===== config.mk =====
export PLATFORM = sky130hd
export DESIGN_NAME = spi_master_shifter
export DESIGN_NICKNAME = d
export VERILOG_FILES = /design/src/rtl/spi_master_shifter.sv
export SDC_FILE = /design/constraint.sdc
export NUM_CORES = 1
export LEC_CHECK = 0
export CORE_MARGIN = 3
export CORE_UTILIZATION = 30
export DETAILED_ROUTE_END_ITERATION = 12
export GPL_ROUTABILITY_DRIVEN = 0
export HOLD_SLACK_MARGIN = 0.15
export PLACE_DENSITY = 0.56
export SYNTH_ARGS = -nofsm -noshare
export SYNTH_HDL_FRONTEND = slang
export SYNTH_SLANG_ARGS = --single-unit

===== constraint.sdc =====
create_clock -name clk -period 6.2 [get_ports clk]
set_input_delay 1.24 -clock clk [delete_from_list [all_inputs] [get_ports clk]]
set_output_delay 1.24 -clock clk [all_outputs]
set_load 0.02 [all_outputs]

===== src/rtl/spi_master_shifter.sv =====
module spi_master_shifter (
  input  logic        clk,
  input  logic        rst_n,
  input  logic        cfg_mode,
  input  logic        reg_wr,
  input  logic        reg_addr,
  input  logic [15:0] reg_wdata,
  input  logic        start,
  input  logic [15:0] tx_data,
  output logic        busy,
  output logic        done,
  output logic [15:0] rx_data,
  output logic        spi_sclk,
  output logic        spi_mosi,
  output logic        spi_cs_n,
  input  logic        spi_miso
);

  logic       pha, pol, msb_first;
  logic [7:0] rate;
  logic [4:0] size;
  logic [7:0] cnt;
  logic [5:0] step;
  logic [15:0] txs, rxs, rx_in;
  logic       sclk_t;
  logic       unused_bits;

  assign unused_bits = ^reg_wdata[7:3];

  wire cfg_we   = reg_wr && cfg_mode && !busy;
  wire wide     = (size == 5'd16);
  wire cfg_ok   = (rate != 8'd0) && (wide || size == 5'd8);
  wire go       = start && !busy && cfg_ok;
  wire tick     = busy && (cnt == 8'd0);
  wire [5:0] nedge = wide ? 6'd32 : 6'd16;
  wire edge_now = tick && (step < nedge);
  wire lead     = ~step[0];
  wire smp      = edge_now && (pha ? !lead : lead);
  wire shf      = edge_now && (pha ? (lead && step != 6'd0) : !lead);

  assign spi_sclk = sclk_t ^ pol;
  assign spi_mosi = msb_first ? (wide ? txs[15] : txs[7]) : txs[0];

  always_comb begin
    if (msb_first)
      rx_in = {rxs[14:0], spi_miso};
    else if (wide)
      rx_in = {spi_miso, rxs[15:1]};
    else
      rx_in = {8'h00, spi_miso, rxs[7:1]};
  end

  always_ff @(posedge clk or negedge rst_n) begin
    if (!rst_n) begin
      pha <= 1'b0; pol <= 1'b0; msb_first <= 1'b0;
      rate <= 8'd0; size <= 5'd0;
    end else if (cfg_we) begin
      if (reg_addr) begin
        rate <= reg_wdata[15:8];
        size <= reg_wdata[4:0];
      end else begin
        pha <= reg_wdata[0];
        pol <= reg_wdata[1];
        msb_first <= reg_wdata[2];
      end
    end
  end

  always_ff @(posedge clk or negedge rst_n) begin
    if (!rst_n) begin
      busy <= 1'b0; done <= 1'b0; spi_cs_n <= 1'b1; sclk_t <= 1'b0;
      cnt <= 8'd0; step <= 6'd0; txs <= 16'd0; rxs <= 16'd0; rx_data <= 16'd0;
    end else begin
      done <= 1'b0;
      if (go) begin
        busy <= 1'b1; spi_cs_n <= 1'b0;
        cnt <= rate; step <= 6'd0;
        txs <= tx_data; rxs <= 16'd0;
      end else if (tick) begin
        cnt <= rate;
        step <= step + 6'd1;
        if (edge_now) sclk_t <= ~sclk_t;
        if (smp) rxs <= rx_in;
        if (shf) txs <= msb_first ? {txs[14:0], 1'b0} : {1'b0, txs[15:1]};
        if (step == nedge) begin
          busy <= 1'b0; spi_cs_n <= 1'b1; done <= 1'b1; rx_data <= rxs;
        end
      end else if (busy) begin
        cnt <= cnt - 8'd1;
      end
    end
  end

  assert_cfg_lock_R2: assert property (@(posedge clk) disable iff (!rst_n)
    (!cfg_mode || busy) |=> $stable({pha, pol, msb_first, rate, size}));

  assert_zero_rate_refused_R3: assert property (@(posedge clk) disable iff (!rst_n)
    (start && !busy && rate == 8'd0) |=> !busy);

  assert_bad_size_refused_R4: assert property (@(posedge clk) disable iff (!rst_n)
    (start && !busy && size != 5'd8 && size != 5'd16) |=> !busy);

  assert_idle_level_R6: assert property (@(posedge clk) disable iff (!rst_n)
    !busy |-> spi_sclk == pol);

  assert_done_single_R9: assert property (@(posedge clk) disable iff (!rst_n)
    done |=> !done);

  assert_cs_release_R9: assert property (@(posedge clk) disable iff (!rst_n)
    $rose(spi_cs_n) |-> done);

  assert_busy_progress_R10: assert property (@(posedge clk) disable iff (!rst_n)
    busy |=> done || (busy && step >= $past(step)));

endmodule


==> run summary <==
The flow ran to the end, and the final reports show no timing, DRC or antenna violations. The net count of the mapped netlist was 426; the flop and latch count out of synthesis was 82. Number of iterations in the first detailed-routing pass: 5. Among cell families on the critical path, the largest total delay comes from simple AND/OR/NAND/NOR gates.

The worst register-to-register path begins at size[1]. The tools report the number of ports placed on the die boundary as 60. The hold violation total from the final report is 0, and the minimum setup slack in the final design is 2370 ps. The worst hold path belongs to the class register to register. Kind of end point of the critical path: an output port. The signal on the critical path passes through or3_1 > or2_2 > mux2i_1 > a21oi_1 > clkdlybuf4s50_1.

Summed over all instances, the cell type with the most area after synthesis is sky130_fd_sc_hd__dfrtp_1. The number of cells on the worst reg-to-reg path was 7. The tools report the number of maximum-capacitance constraint violations as 0. The worst hold path terminates at spi_cs_n.

The tree is rooted in a sky130_fd_sc_hd__clkbuf_16. The setup check on the worst reg-to-reg path leaves a slack of 2990 ps. After layout, the minimum clock period comes to 3830 ps.

The worst-case IR drop observed on VDD is 0.000229 V. The number of clock sinks was 82; the part of the cycle the worst path needs was 61.7%. For the number of warning messages in the yosys log, the log shows 0.

The most used flip-flop cell after synthesis is sky130_fd_sc_hd__dfrtp_1. Of the cells placed in the final design, the portion with a size suffix greater than 1 is 18.6%. The die is 125 um wide.

The number of antenna diodes in the final layout is 0. The clock-pin transition on the worst setup and hold timing paths is 60 ps. Headroom to the max-slew limit came out at 27.5%. The number of stages on the worst hold path is 2, and the via count is 3203. The type of element launching the critical path was a register.

Summed over its instances, the top area cell type makes up 47.5% of the synthesized netlist area. In the routed design, unresolved DRC markers number 0. The run gives 0 as the number of gates resized after cts. The cell count after synthesis came out at 381. The logs give 0 for the overall overflow remaining after global route and 476 ps for the final hold slack.

In this run the critical register-to-register path is captured at txs[7]. After detailed routing, the average wire length per cell comes to 16.4 um. The tools report the final wirelength as 9.92 mm.

The peak fanout along the critical path is 6. The die covers 15700 um2. The number of flops mapped to enable cells by yosys came out at 0.

The buffering stage count on the worst path with inverters included came out at 1. The wire-length estimate of the detail-placed layout is 6.78 mm. The kind of critical path was register to output port. TritonCTS built the clock tree. In this run, CTS created clock tree buffers numbering 9.

Power spread over the standard cell area amounts to 454 nW/um2. Sequential cells were found to cover 48.1% of the synthesized design area. The tools report the number of endpoints failing setup at the final stage as 0. Setup repair after global routing left no endpoint under its margin. The post-placement worst setup slack was 2700 ps. For the number of antenna violations at the first check in global routing, the log shows 1.

Row generation in the floorplan step produced 42 rows. For this configuration, the core starts out at a cell density of 31.5%. Dividing the synthesized area by the synthesized cell count gives 11.2 um2. The number of nets in the final layout was 470; the global-route total usage across every layer was 13.0%.

The share of the core filled with cells in the final layout is 38.8%, and the y dimension of the die is 125 um. In this run the static leakage power is 2.15 nW. Sum of negative setup slack: 0 ps. The distinct cell type count after synthesis is 56.

The first global-routing pass estimated 16.7 mm of wire. The worst endpoint required time came out at 4960 ps. The pin count of the biggest net entering global routing was 83. Across the routed clock network, the largest skew measured is 2.46 ps.

The largest single stage delay on the critical path is 650 ps. The tools report the post-detailed-route count of antenna-violating nets as 0. The count of input and output buffers came out at 56. In the synthesized netlist the async set-or-reset flop fraction comes to 100%. Among all stages on the critical path, the largest delay is contributed by sky130_fd_sc_hd__clkdlybuf4s50_1.

For this block, the initial DRC count from the detailed router was 246. No sink is reached through more buffers than the 2 on the longest clock path. The clock reaches the later pin of the worst-skew pair after 330 ps.

The area growth from synthesis to layout is 23.2%. By area the synthesized netlist is led by sky130_fd_sc_hd__dfrtp_1, sky130_fd_sc_hd__mux2_2, sky130_fd_sc_hd__o2bb2ai_1, sky130_fd_sc_hd__o31ai_1, sky130_fd_sc_hd__mux2_4. Using the TritonRoute via totals, the vias-per-cell ratio works out to 5.29.

At the pin with the least slew margin, the transition time is 1080 ps. In this run the cell area of the synthesized design comes to 4270 um2. The clock tree synthesis step divided the H-tree into 3 levels. The run gives 0 as the number of setup buffers added after CTS. Via count of the first global-routing pass: 3214.

Cts-stage hold buffer count: 0. In this run the most critical hold path is launched from spi_cs_n. Data on the critical path arrives at its endpoint at 2590 ps. Based on the critical path, the design can be clocked at up to 261 MHz.

The max-slew violation count was 0; the placeable core area was 13600 um2.
sequential cells by signal, summed over array words and instances, names as in the netlist, 5 cells and up:
register / flops
step: 6
rate: 8
txs: 16
rxs: 16
cnt: 8
rx_data: 16
size: 5
metrics by stage:
step,cells,total power [W],instance area (um2)
floorplan,381,0.00158,4270
global placement,590,0.00183,4960
detailed placement,590,0.00186,4960
CTS,606,0.00241,5260
global route,606,0.00256,5260
finish,606,0.00239,5260
cell type report:
| class | count | area [um2] |
|---|---|---|
| clock buffer | 11 | 253 |
| clock inverter | 5 | 52.6 |
| fill | 1368 | 8300 |
| inverter | 12 | 45.0 |
| multi-input combinational | 260 | 2050 |
| sequential | 82 | 2050 |
| tap | 176 | 220 |
| timing repair buffer | 60 | 588 |
layout by cell type (no fill, tap or decap), drive strengths merged, types with 4 or more instances in the layout:
cell type	synthesis	routed
o31ai	16	16
nand2b	4	4
nand3	18	18
and2	4	4
xor2	4	4
o21a	5	5
clkbuf	19	11
a31oi	5	5
nor4	6	6
nor3	17	17
inv	12	12
buf	8	5
xnor2	6	6
a2111oi	5	5
o21ai	8	8
nand2	8	8
nand4	5	5
nor2	9	9
ha	6	6
nor2b	5	5
mux2	41	41
mux2i	10	10
a21oi	18	18
a22oi	10	10
and4	4	4
clkdlybuf4s50	0	55
dfrtp	81	81
o2bb2ai	16	16
worst max path at each step:
stage	cells after the start	end	from
floorplan	5	spi_mosi	size[1]
global placement	5	spi_mosi	size[1]
detailed placement	5	spi_mosi	size[1]
CTS	5	spi_mosi	size[1]
global route	5	spi_mosi	size[1]
finish	5	spi_mosi	size[1]
per-layer routing:
| metal | GRT usage (%) | share of wire [%] | up-vias |
|---|---|---|---|
| met5 | 0 | 0 | - |
| li1 | - | - | 1532 |
| met1 | 18.2 | 49 | 1574 |
| met3 | 3.20 | 5.1 | 11 |
| met2 | 20.0 | 45 | 86 |
| met4 | 3.76 | 1.2 | 0 |
kinds of logic after synthesis:
logic type,after synthesis,synth area share (%)
DFF,82,48.1
adders and majority gates,6,1.76
xor gates and xnor gates,10,2.05
muxes,51,13.8
AOI/OAI and AO/OA,96,16.2
and+or+nand+nor,97,14.0
buffers and inverters,39,4.07
where the power goes:
part	switching, W	internal, W	leakage [nW]
clock network	0.000205	0.000331	0.151
registers	0.000255	0.000741	1.04
logic	0.000448	0.000410	0.966
synthesized netlist by cell type (7+ instances only):
cell	count
sky130_fd_sc_hd__inv_1	12
sky130_fd_sc_hd__o31ai_1	16
sky130_fd_sc_hd__mux2_4	7
sky130_fd_sc_hd__o21ai_0	7
sky130_fd_sc_hd__mux2i_1	10
sky130_fd_sc_hd__mux2_2	34
sky130_fd_sc_hd__clkbuf_1	19
sky130_fd_sc_hd__nor3_1	17
sky130_fd_sc_hd__nand3_1	18
sky130_fd_sc_hd__a22oi_1	10
sky130_fd_sc_hd__o2bb2ai_1	16
sky130_fd_sc_hd__dfrtp_1	81
sky130_fd_sc_hd__nor2_1	9
sky130_fd_sc_hd__nand2_1	7
sky130_fd_sc_hd__a21oi_1	18
worst register-to-register path: stages (launching register included):
cell and delay [ps]:
sky130_fd_sc_hd__dfrtp_1 370, sky130_fd_sc_hd__or3_1 520, sky130_fd_sc_hd__or2_2 390, sky130_fd_sc_hd__ha_1 300, sky130_fd_sc_hd__nand2b_1 100, sky130_fd_sc_hd__nand4_1 600, sky130_fd_sc_hd__a2111oi_0 640, sky130_fd_sc_hd__o31ai_1 120
Note: power is estimated with default switching activity, not from simulation.
